===== src/rtl/pipe_seq_pkg.sv =====
package pipe_seq_pkg;

    parameter int TAG_W      = 8;
    parameter int XC_W       = 2;
    parameter int NSTAGE     = 4;
    parameter int IRQ_TOKENS = 2;

    localparam int IRQ_CW = (IRQ_TOKENS > 1) ? $clog2(IRQ_TOKENS) : 1;
    localparam int CNT_W  = (XC_W > IRQ_CW) ? XC_W : IRQ_CW;
    localparam int LAST_STG = NSTAGE - 1;

    typedef struct packed {
        logic             valid;
        logic             inj;
        logic [TAG_W-1:0] tag;
    } tok_t;

    typedef struct packed {
        logic             valid;
        logic [TAG_W-1:0] tag;
        logic [XC_W-1:0]  extra;
    } fslot_t;

    function automatic tok_t mk_tok(input logic v, input logic i,
                                    input logic [TAG_W-1:0] t);
        tok_t r;
        r.valid = v;
        r.inj   = i;
        r.tag   = t;
        return r;
    endfunction

    function automatic tok_t bubble();
        return mk_tok(1'b0, 1'b0, '0);
    endfunction

endpackage


===== src/rtl/pipe_fetch_slot.sv =====
module pipe_fetch_slot
    import pipe_seq_pkg::*;
(
    input  logic             clk,
    input  logic             rst,
    input  logic             in_valid,
    input  logic [TAG_W-1:0] in_tag,
    input  logic [XC_W-1:0]  in_extra,
    input  logic             adv,
    output fslot_t           slot,
    output logic             stall
);

    assign stall = slot.valid && !adv;

    always_ff @(posedge clk) begin
        if (rst) begin
            slot <= '0;
        end else if (!stall) begin
            slot.valid <= in_valid;
            slot.tag   <= in_valid ? in_tag   : '0;
            slot.extra <= in_valid ? in_extra : '0;
        end
    end


    slot_hold_chk: assert property (@(posedge clk) disable iff (rst)
        stall |=> (slot.valid && slot.tag == $past(slot.tag)
                   && slot.extra == $past(slot.extra)));

endmodule


===== src/rtl/pipe_inject_ctrl.sv =====
module pipe_inject_ctrl
    import pipe_seq_pkg::*;
(
    input  logic             clk,
    input  logic             rst,
    input  fslot_t           f_slot,
    input  logic             irq_req,
    input  logic [TAG_W-1:0] irq_vec,
    output tok_t             d_next,
    output logic             f_adv,
    output logic             irq_ack,
    output logic             inj_busy
);

    logic [CNT_W-1:0] cnt, cnt_n;
    logic [TAG_W-1:0] hold_tag, hold_tag_n;

    assign inj_busy = (cnt != '0);

    always_comb begin
        d_next     = bubble();
        cnt_n      = cnt;
        hold_tag_n = hold_tag;
        irq_ack    = 1'b0;
        f_adv      = 1'b0;
        if (cnt != '0) begin
            d_next = mk_tok(1'b1, 1'b1, hold_tag);
            cnt_n  = cnt - 1'b1;
        end else if (irq_req) begin
            d_next     = mk_tok(1'b1, 1'b1, irq_vec);
            cnt_n      = CNT_W'(IRQ_TOKENS - 1);
            hold_tag_n = irq_vec;
            irq_ack    = 1'b1;
        end else begin
            f_adv = 1'b1;
            if (f_slot.valid) begin
                d_next     = mk_tok(1'b1, 1'b0, f_slot.tag);
                cnt_n      = CNT_W'(f_slot.extra);
                hold_tag_n = f_slot.tag;
            end
        end
    end

    always_ff @(posedge clk) begin
        if (rst) begin
            cnt      <= '0;
            hold_tag <= '0;
        end else begin
            cnt      <= cnt_n;
            hold_tag <= hold_tag_n;
        end
    end


    irq_boundary_chk: assert property (@(posedge clk) disable iff (rst)
        (inj_busy && !$past(irq_ack)) |-> !irq_ack);

endmodule


===== src/rtl/pipe_stage_reg.sv =====
module pipe_stage_reg
    import pipe_seq_pkg::*;
(
    input  logic clk,
    input  logic rst,
    input  tok_t din,
    output tok_t q
);

    always_ff @(posedge clk) begin
        if (rst) q <= bubble();
        else     q <= din;
    end

endmodule


===== src/rtl/pipe_sequencer.sv =====
module pipe_sequencer
    import pipe_seq_pkg::*;
(
    input  logic                    clk,
    input  logic                    rst,
    input  logic                    in_valid,
    input  logic [TAG_W-1:0]        in_tag,
    input  logic [XC_W-1:0]         in_extra,
    input  logic                    irq_req,
    input  logic [TAG_W-1:0]        irq_vec,
    output logic [NSTAGE-1:0]       stg_valid,
    output logic [NSTAGE-1:0]       stg_inj,
    output logic [NSTAGE*TAG_W-1:0] stg_tag,
    output logic                    fetch_stall,
    output logic                    irq_ack,
    output logic                    retire
);

    fslot_t f_slot;
    tok_t   d_next;
    logic   f_adv;
    logic   inj_busy;
    tok_t   stg [NSTAGE];

    pipe_fetch_slot u_fetch (
        .clk      (clk),
        .rst      (rst),
        .in_valid (in_valid),
        .in_tag   (in_tag),
        .in_extra (in_extra),
        .adv      (f_adv),
        .slot     (f_slot),
        .stall    (fetch_stall)
    );

    pipe_inject_ctrl u_ctrl (
        .clk      (clk),
        .rst      (rst),
        .f_slot   (f_slot),
        .irq_req  (irq_req),
        .irq_vec  (irq_vec),
        .d_next   (d_next),
        .f_adv    (f_adv),
        .irq_ack  (irq_ack),
        .inj_busy (inj_busy)
    );

    assign stg[0] = mk_tok(f_slot.valid, 1'b0, f_slot.tag);

    for (genvar i = 1; i < NSTAGE; i++) begin : g_stage
        if (i == 1) begin : g_dec
            pipe_stage_reg u_reg (.clk(clk), .rst(rst), .din(d_next), .q(stg[i]));
        end else begin : g_fwd
            pipe_stage_reg u_reg (.clk(clk), .rst(rst), .din(stg[i-1]), .q(stg[i]));
        end
    end

    always_comb begin
        for (int i = 0; i < NSTAGE; i++) begin
            stg_valid[i]                = stg[i].valid;
            stg_inj[i]                  = stg[i].inj;
            stg_tag[i*TAG_W +: TAG_W]   = stg[i].tag;
        end
    end

    assign retire = stg[LAST_STG].valid && !stg[LAST_STG].inj;


    reset_empty_chk: assert property (@(posedge clk)
        rst |=> (stg_valid == '0));


    exec_shift_chk: assert property (@(posedge clk) disable iff (rst)
        stg[1].valid |=> (stg[2] == $past(stg[1])));


    inj_fill_chk: assert property (@(posedge clk) disable iff (rst)
        inj_busy |=> (stg[1].valid && stg[1].inj));


    irq_token_chk: assert property (@(posedge clk) disable iff (rst)
        irq_ack |=> (stg[1].valid && stg[1].inj && stg[1].tag == $past(irq_vec)));


    no_loss_chk: assert property (@(posedge clk) disable iff (rst)
        (stg[0].valid && !fetch_stall) |=>
            (stg[1].valid && !stg[1].inj && stg[1].tag == $past(stg[0].tag)));


    retire_src_chk: assert property (@(posedge clk) disable iff (rst)
        retire |-> $past(stg[2].valid && !stg[2].inj));

endmodule


===== config.mk =====
export PLATFORM = sky130hd
export DESIGN_NAME = pipe_sequencer
export DESIGN_NICKNAME = d
export VERILOG_FILES = /design/src/rtl/pipe_seq_pkg.sv /design/src/rtl/pipe_fetch_slot.sv /design/src/rtl/pipe_inject_ctrl.sv /design/src/rtl/pipe_stage_reg.sv /design/src/rtl/pipe_sequencer.sv
export SDC_FILE = /design/constraint.sdc
export NUM_CORES = 1
export LEC_CHECK = 0
export BUFFER_PORTS_ARGS = -buffer_cell sky130_fd_sc_hd__buf_2
export CORE_MARGIN = 2
export CORE_UTILIZATION = 52
export CTS_CLUSTER_SIZE = 10
export DETAILED_ROUTE_END_ITERATION = 10
export PLACE_DENSITY = 0.93
export SYNTH_ARGS = -nofsm -noshare
export SYNTH_HDL_FRONTEND = slang
export SYNTH_SLANG_ARGS = --single-unit
export TNS_END_PERCENT = 1

===== constraint.sdc =====
create_clock -name clk -period 2.53 [get_ports clk]
set_input_delay 0.253 -clock clk [delete_from_list [all_inputs] [get_ports clk]]
set_output_delay 0.253 -clock clk [all_outputs]
set_load 0.1 [all_outputs]

==> results by group, run 1 <==
Outcome
  – Status: complete, no violations

Finish
  – Antenna fix cells: 0
  – Final core occ: 0.636
  – NumNets Final: 261
  – Most frequent cells in the layout: 63 x buf_2, 51 x dfxtp_1, 25 x a21oi_1, 20 x nor2b_1, 19 x nand2_1
  – Most common cell after layout, fill and taps aside: buf_2
  – Fin cells: 286
  – Fill cells: 306
  – Area growth from synthesis to layout: 16.6%
  – Share of cells above drive strength 1: 0.317

Hold path
  – Hold wc startpoint: in_tag[5]
  – Worst hold path depth: 3
  – Hold endpoint: u_fetch.slot[7]
  – Hold crit path type: primary input to flip-flop

Synthesis
  – Seq cells post-synth: 51
  – Mapped Avg Cell Area: 9.48 um2
  – Area of the mapped netlist: 1820 um2
  – Sequential area share after synthesis: 0.561
  – Syn_nets: 214
  – Synth cell types: 23
  – Yosys warns: 0
  – Mapped Cells: 192

Timing
  – Hold Vio Cnt, Final: 0
  – Clock Skew: 0.00918 ns
  – Max transition margin: 0.429
  – Fmax: 473 MHz
  – Min cycle time layout: 2.12 ns
  – Setup TNS: 0 ns
  – Fin. max-slew vios: 0
  – Tcrit/Tclk final: 0.836
  – Measured slew at the worst slew-check pin: 0.856 ns
  – Unrepaired setup endpoints after global routing: no
  – # setup viols final: 0

Clock tree
  – H-tree depth: 2
  – Skew-Pair Late Insertion Delay: 0.36 ns
  – Clock buffer count from CTS: 5
  – CTS sink cnt: 51
  – TritonCTS clock tree: yes
  – Longest Clk Path Bufs: 2
  – Worst-path clk slew: 0.14 ns
  – CTS root buffer: clkbuf_4
  – Postcts setup bufs: 0
  – Post-CTS Hold Buffers: 0
  – # resized after CTS: 0

Critical path
  – Worst reg2reg path endpoint: g_stage[1].g_dec.u_reg.q[2]
  – Worst EP arrival: 1.86 ns
  – Crit-path max cell delay: 0.49 ns
  – Reg-to-reg startpoint: u_ctrl.cnt[1]
  – Critical Path Slowest Stage Cell: buf_2
  – Crit path depth: 4
  – Critical Path Start Type: flip-flop
  – Crit-path cells: o31ai_1 -> buf_4 -> inv_1 -> buf_2
  – Critical Path Sink Type: output pin
  – Setup slack, reg-to-reg: 1.01 ns
  – Reg2Reg Depth: 3
  – Buf/Inv on CP: 3
  – WP data required: 2.28 ns
  – Setup Crit Path Kind: flip-flop to output pin
  – Worst-path fanout max: 12
  – Top delay family on crit path: buffers and inverters

Routing
  – Vias/cell: 4.81
  – Routed WL per cell: 11.3 um
  – Initial drt markers: 39
  – Routed vias: 1377
  – Drt pass-1 iters: 4
  – Post-route DRC: 0
  – Final WL: 3240 um
  – Post-DRT Antenna Nets: 0

Global route
  – Number of global-route vias before repair: 1233
  – First-pass GRT wire length: 5370 um
  – Largest net degree at the start of global routing: 52
  – Overall routing resource usage: 0.170
  – Gr ovfl total: 0
  – Initial antenna violation count: 0

Floorplan
  – IO Pins: 65
  – Rows: 21
  – Die footprint: 3990 um2
  – Die Ht: 63.2 um
  – CORE AREA: 3340 um2
  – Width of the die: 63.2 um
  – Starting density of the core: 0.546

Pwr
  – Clock Power Share: 0.240
  – Worst ir drop on vdd: 0.389 mV
  – Pwr per Cell Area: 746 nW/um2
  – Leak: 0.970 nW
  – Int Pwr: 1.04 mW
  – Comb pwr share: 0.218
  – Seq pwr share: 0.541
  – Sw Ratio: 0.343
  – Net Switching: 0.543 mW

Placement
  – PortBufs: 63
  – Hpwl dp: 2360 um
  – Final Wtd Congestion: 0.693
  – Placed Cells incl. Taps: 278

Job
  – # Max-Cap Violations: 0
-- worst min-delay path, stage by stage --
cell and delay, ns:
buf_2 0.10, nand3_1 0.07, a21oi_1 0.06
-- per-layer routing --
metal  share of wire  GRT usage  vias to the layer above  wire (um)
met5               0          0                        -          0
met3            0.10     0.0750                        6        325
li1                -          -                      715          -
met2            0.45      0.275                       63       1470
met4           0.014     0.0652                        0         45
met1            0.43      0.200                      593       1400
-- cell type report --
| type | instances | area [um2] | area share |
|---|---|---|---|
| flip-flops and latches | 51 | 1020 | 0.481 |
| multi-input cells | 116 | 649 | 0.306 |
| repair buffers | 64 | 323 | 0.152 |
| well taps | 46 | 57.6 | 0.0271 |
| clock buffers | 6 | 51.3 | 0.0242 |
| clock inverters | 2 | 16.3 | 0.00767 |
| inverters | 1 | 3.75 | 0.00177 |
-- worst max path at each step --
stage          slack (ns)                         from          end
2_1_floorplan        0.37  g_stage[3].g_fwd.u_reg.q[9]       retire
3_3_place_gp         0.71                      irq_req  fetch_stall
3_5_place_dp         0.68                      irq_req  fetch_stall
4_1_cts              0.41             u_fetch.slot[10]  fetch_stall
5_1_grt              0.29             u_fetch.slot[10]  fetch_stall
6_report             0.41             u_fetch.slot[10]  fetch_stall
-- cell families (layout without fill, tap and decap cells) --
| group | count (synthesis) | in the layout | synth area share |
|---|---|---|---|
| and+or+nand+nor | 70 | 70 | 0.201 |
| DFF | 51 | 51 | 0.561 |
| AOI/OAI and AO/OA | 37 | 37 | 0.109 |
| buffers and inverters | 25 | 73 | 0.0838 |
| muxes | 8 | 8 | 0.0440 |
| other | 1 | 1 | 0.00206 |
-- power by group through the flow --
stage,Combinational [mW],Clock [mW],Sequential (mW)
final,0.346,0.381,0.857
after global routing,0.362,0.433,0.863
after CTS,0.347,0.397,0.858
after detailed placement,0.346,0,0.876
after global placement,0.344,0,0.873
after floorplan,0.176,0,1.00
-- through the flow --
step | hold slack, ns | power (mW) | cell area [um2] | setup WS (ns)
detailed placement | 0.447 | 1.22 | 2050 | 0.679
floorplan | 0.325 | 1.18 | 1820 | 0.367
finish | 0.138 | 1.58 | 2120 | 0.414
global route | 0.115 | 1.66 | 2120 | 0.288
CTS | 0.121 | 1.60 | 2120 | 0.408
global placement | 0.438 | 1.22 | 2050 | 0.714
-- synth_stat cells (all sizes together) --
master	count	area [um2]
and2	1	6.26
buf	15	115
nor2	7	26.3
or3	8	55.1
dfxtp	51	1020
inv	1	3.75
mux2i	8	80.1
a21oi	27	143
nor3	2	10.0
conb	1	3.75
nand2	19	71.3
clkbuf	9	33.8
nand4b	1	8.76
o21ai	8	40.0
o31ai	1	7.51
nor2b	21	131
nand3	10	50.1
a211oi	1	7.51
or2	1	6.26
-- registers in the layout, indices dropped and copies added (netlist names) --
name / cells
g_stage.g_fwd.u_reg.q: 20
u_fetch.slot: 11
g_stage.g_dec.u_reg.q: 10
u_ctrl.hold_tag: 8
u_ctrl.cnt: 2
Note: power is estimated with default switching activity, not from simulation.
==> run 2, diff against run 1 <==
- ABC_AREA: default -> 1
- CORE_UTILIZATION: 52 -> 45
- PLACE_DENSITY: 0.93 -> 0.85
- clock period: 2.53 -> 1.8 ns (I/O delays scaled with it)
==> results by group, run 2 <==
Hold path
  – Hold wc startpoint: in_tag[1]
  – Hold endpoint: u_fetch.slot[3]
  – Hold crit path type: primary input to flip-flop
  – Worst hold path depth: 5

Pwr
  – Worst ir drop on vdd: 0.408 mV
  – Pwr per Cell Area: 1110 nW/um2
  – Leak: 1.21 nW

Synthesis
  – Yosys warns: 0
  – Sequential area share after synthesis: 0.515
  – Post-synth top area share: 0.515
  – FFs w/ async S/R, synth: 0
  – Area of the mapped netlist: 1980 um2
  – Mapped Avg Cell Area: 7.65 um2
  – Number of synthesized flops with an enable pin: 0
  – Synth cell types: 19
  – Seq cells post-synth: 51
  – Most common flop cell mapped by yosys: dfxtp_1
  – Mapped Cells: 259
  – Count leader, synth: nand2_1
  – Largest area contributor in the netlist: dfxtp_1
  – Post-synth top cells: 64 x nand2_1, 51 x dfxtp_1, 38 x inv_1, 32 x nor2_1, 18 x a21oi_1
  – Syn_nets: 281
  – Top cells by area, synth: dfxtp_1 52%, nand2_1 12%, inv_1 7.2%

Critical path
  – Reg-to-reg startpoint: u_fetch.slot[10]
  – Most frequent CP cell: nand2_4
  – Top delay family on crit path: simple AND/OR/NAND/NOR gates
  – Worst reg2reg path endpoint: u_ctrl.hold_tag[5]
  – Buf/Inv on CP: 2
  – Crit-path cells: nor2_4 -> nand2_4 -> nand2_4 -> clkinv_4 -> buf_12
  – Setup Crit Path Kind: flip-flop to output pin
  – WP data required: 1.62 ns
  – Worst EP arrival: 1.38 ns
  – Critical Path Slowest Stage Cell: dfxtp_1
  – Crit-path max cell delay: 0.36 ns
  – Worst-path fanout max: 9
  – Critical Path Start Type: flip-flop
  – Setup slack, reg-to-reg: 0.62 ns
  – Reg2Reg Depth: 4
  – Critical Path Sink Type: output pin

Global route
  – First-pass GRT wire length: 6050 um
  – Gr ovfl total: 0
  – Overall routing resource usage: 0.156
  – Largest net degree at the start of global routing: 27
  – Initial antenna violation count: 0
  – Number of global-route vias before repair: 1437

Finish
  – Reg with most FFs: g_stage.g_fwd.u_reg.q
  – Largest register FFs: 20
  – Area growth from synthesis to layout: 20.1%
  – Most common cell after layout, fill and taps aside: nand2_1
  – FF+latch area: 1020 um2
  – NumNets Final: 334
  – Most frequent cells in the layout: 64 x nand2_1, 62 x buf_2, 51 x dfxtp_1, 38 x inv_1, 30 x nor2_1
  – Fill cells: 417
  – Fin cells: 365
  – Share of cells above drive strength 1: 0.310
  – Largest regs: g_stage.g_fwd.u_reg.q (20), u_fetch.slot (11), g_stage.g_dec.u_reg.q (10)
  – Final core occ: 0.554
  – Antenna fix cells: 0
  – Area occupied by multi-input gates: 677 um2

Floorplan
  – Rows: 24
  – Starting density of the core: 0.461
  – Die Ht: 70.3 um
  – Die footprint: 4950 um2
  – CORE AREA: 4290 um2
  – IO Pins: 65
  – Width of the die: 70.3 um

Placement
  – Hpwl dp: 2710 um
  – Final Wtd Congestion: 0.835
  – Placed Cells incl. Taps: 357
  – PortBufs: 63

Routing
  – Final WL: 3560 um
  – Initial drt markers: 48
  – Post-DRT Antenna Nets: 0
  – Routed vias: 1569
  – Routed WL per cell: 9.75 um
  – Vias/cell: 4.30
  – Post-route DRC: 0
  – Drt pass-1 iters: 4

Clock tree
  – CTS root buffer: clkbuf_8
  – # resized after CTS: 0
  – Clock buffer count from CTS: 5
  – Longest Clk Path Bufs: 2
  – Skew-Pair Late Insertion Delay: 0.31 ns
  – Worst-path clk slew: 0.09 ns
  – Post-CTS Hold Buffers: 0
  – H-tree depth: 2
  – Postcts setup bufs: 0
  – CTS sink cnt: 51
  – TritonCTS clock tree: yes

Timing
  – Fin. max-slew vios: 0
  – # setup viols final: 0
  – Unrepaired setup endpoints after global routing: no
  – Clock Skew: 0.00962 ns
  – Tcrit/Tclk final: 0.865
  – Setup TNS: 0 ns
  – Hold Vio Cnt, Final: 0
  – Fmax: 642 MHz
  – Min cycle time layout: 1.56 ns

Outcome
  – Status: complete, no violations

Job
  – # Max-Cap Violations: 0
## run 2: worst register-to-register path, delay by kind of cell (launching register included)
family / cells / cell delay [ns]
AO/OA/AOI/OAI: 1 / 0.12
flip-flops: 1 / 0.54
AND/OR/NAND/NOR: 3 / 0.44
## run 2: where the power goes
part / switching [mW] / internal, mW / total [mW]
Clock: 0.380 / 0.419 / 0.799
Sequential: 0.0339 / 1.19 / 1.22
Combinational: 0.511 / 0.117 / 0.627
## run 2: cells by family after synthesis
family          synth area share
buf+inv                    0.145
compound gates            0.0676
other cells              0.00189
simple gates               0.270
flops                      0.515
## run 2: layout make-up
class	instances	area share
Clock buffer	5	0.0289
Clock inverter	3	0.0195
Inverter	40	0.0652
Multi-Input combinational cell	149	0.285
Sequential cell	51	0.429
Tap cell	52	0.0274
Timing Repair Buffer	65	0.145
## run 2: how the worst max path moves through the flow
| stage | startpoint | end | cells after the start |
|---|---|---|---|
| 2_1_floorplan | g_stage[3].g_fwd.u_reg.q[9] | retire | 2 |
| 3_3_place_gp | irq_req | irq_ack | 4 |
| 3_5_place_dp | irq_req | fetch_stall | 6 |
| 4_1_cts | u_ctrl.cnt[1] | fetch_stall | 5 |
| 5_1_grt | u_ctrl.cnt[1] | fetch_stall | 5 |
| 6_report | u_ctrl.cnt[1] | fetch_stall | 5 |
## run 2: routing by layer
metal  vias to the layer above  share of wire  GRT usage
li1                        859              -          -
met1                       656           0.45      0.182
met2                        48           0.46      0.258
met3                         6          0.064     0.0505
met4                         0          0.020     0.0705
met5                         -              0          0
## run 2: through the flow
stage | power, mW | hold WS (ns) | cell area [um2] | setup WS, ns
floorplan | 1.80 | 0.357 | 1990 | -0.251
global placement | 1.87 | 0.404 | 2260 | 0.561
detailed placement | 1.88 | 0.407 | 2260 | 0.533
CTS | 2.67 | 0.160 | 2380 | 0.235
global route | 2.76 | 0.184 | 2380 | 0.154
finish | 2.65 | 0.166 | 2380 | 0.242
==> run 3, diff against run 2 <==
- BUFFER_PORTS_ARGS: -buffer_cell sky130_fd_sc_hd__buf_2 -> -buffer_cell sky130_fd_sc_hd__buf_4
- SLEW_MARGIN: default -> 0
==> results by group, run 3 (same netlist as run 2, synthesis figures left out) <==
Global route
  – Number of global-route vias before repair: 1480
  – GR Util met3: 0.0548
  – GR Layer Usage met1: 0.163
  – Largest net degree at the start of global routing: 40
  – Gr ovfl total: 0
  – Met2 Track Usage GR: 0.271
  – Overall routing resource usage: 0.155
  – GR peak layer: met2
  – Initial antenna violation count: 0
  – First-pass GRT wire length: 6060 um

Clock tree
  – CTS root buffer: clkbuf_8
  – Post-CTS Hold Buffers: 0
  – Longest Clk Path Bufs: 2
  – H-tree depth: 2
  – Clock buffer count from CTS: 5
  – CTS sink cnt: 51
  – Postcts setup bufs: 0
  – TritonCTS clock tree: yes
  – Skew-Pair Late Insertion Delay: 0.30 ns
  – Worst-path clk slew: 0.09 ns
  – # resized after CTS: 0

Floorplan
  – Die Ht: 70.3 um
  – IO Pins: 65
  – CORE AREA: 4290 um2
  – Starting density of the core: 0.461
  – Width of the die: 70.3 um
  – Die footprint: 4950 um2
  – Rows: 24

Finish
  – Area occupied by multi-input gates: 677 um2
  – Largest regs: g_stage.g_fwd.u_reg.q (20), u_fetch.slot (11), g_stage.g_dec.u_reg.q (10)
  – Most frequent cells in the layout: 64 x nand2_1, 63 x buf_4, 51 x dfxtp_1, 38 x inv_1, 30 x nor2_1
  – Fill cells: 399
  – Reg with most FFs: g_stage.g_fwd.u_reg.q
  – Largest register FFs: 20
  – Most common cell after layout, fill and taps aside: nand2_1
  – FF+latch area: 1020 um2
  – NumNets Final: 332
  – Antenna fix cells: 0
  – Share of cells above drive strength 1: 0.302
  – Area growth from synthesis to layout: 25.0%

Timing
  – Final setup margin: 0.138 ns
  – Fin. max-slew vios: 0
  – # setup viols final: 0
  – Clock Skew: 0.00679 ns
  – Hold Vio Cnt, Final: 0
  – Unrepaired setup endpoints after global routing: no
  – Tcrit/Tclk final: 0.923
  – Fmax: 602 MHz
  – Fin Hold WS: 0.170 ns
  – Min cycle time layout: 1.66 ns

Critical path
  – Critical Path Sink Type: output pin
  – Crit-path max cell delay: 0.35 ns
  – Setup Crit Path Kind: flip-flop to output pin
  – Critical Path Slowest Stage Cell: dfxtp_1
  – Worst EP arrival: 1.48 ns
  – Crit-path cells: inv_1 -> nand2_1 -> nor2_2 -> buf_4
  – WP data required: 1.62 ns
  – Worst-path fanout max: 11
  – Critical Path Start Type: flip-flop

Routing
  – Routed WL per cell: 9.61 um
  – Drt pass-1 iters: 4
  – Vias/cell: 4.38
  – Routed vias: 1590
  – Post-DRT Antenna Nets: 0
  – Initial drt markers: 95
  – Post-route DRC: 0
  – Final WL: 3490 um

Placement
  – PortBufs: 63
  – Hpwl dp: 2670 um
  – DP Worst Slack: 0.460 ns
  – Final Wtd Congestion: 0.837

Outcome
  – Status: complete, no violations

Job
  – # Max-Cap Violations: 0

Pwr
  – Worst ir drop on vdd: 0.350 mV
  – Leak: 1.20 nW
  – Pwr per Cell Area: 1010 nW/um2

Hold path
  – Hold crit path type: primary input to flip-flop
## run 3: cell types whose count changed in the layout (fill, tap and decap cells not counted), sizes merged
cell	previous run	this run
buf	65	63
inv	40	39
bufinv	1	0
clkbuf	5	6
clkinv	1	2
## run 3: through the flow
| step | area, um2 | total power [mW] | setup TNS [ns] | util | instances |
|---|---|---|---|---|---|
| global route | 2480 | 2.63 | 0 | 0.577 | 363 |
| finish | 2480 | 2.51 | 0 | 0.577 | 363 |
| detailed placement | 2390 | 1.91 | 0 | 0.557 | 355 |
| global placement | 2390 | 1.90 | 0 | 0.557 | 355 |
| floorplan | 1990 | 1.80 | -0.251 | - | 259 |
| CTS | 2480 | 2.54 | 0 | 0.577 | 363 |
## run 3: final timing paths
check,startpoint,to,slack [ns],cells past startpoint
max,u_ctrl.cnt[1],irq_ack,0.14,4
min,in_valid,u_fetch.slot[10],0.17,3
max reg2reg,u_ctrl.cnt[1],u_ctrl.hold_tag[3],0.50,5
min reg2reg,g_stage[1].g_dec.u_reg.q[9],g_stage[2].g_fwd.u_reg.q[9],0.42,2
## run 3: power breakdown
group | internal [mW] | switching (mW)
logic | 0.148 | 0.509
registers | 1.19 | 0.0359
clock network | 0.272 | 0.352
total | 1.61 | 0.897
## run 3: per-layer routing
layer / up-vias / wire length [um]
met5: - / 0
met4: 0 / 85
met3: 9 / 263
met2: 48 / 1640
met1: 671 / 1500
li1: 862 / -
## run 3: cell type report
type / instances / share of cell area
clock buffers: 6 / 0.0293
clock inverters: 2 / 0.00505
inverters: 40 / 0.0627
multi-input cells: 149 / 0.273
flip-flops and latches: 51 / 0.412
well taps: 52 / 0.0263
repair buffers: 63 / 0.191
## run 3: worst max-delay path: cells and delay by family, from the launching register on
family / cells / cell delay, ns
buffers and inverters: 2 / 0.38
flip-flops: 1 / 0.35
AND/OR/NAND/NOR: 2 / 0.44
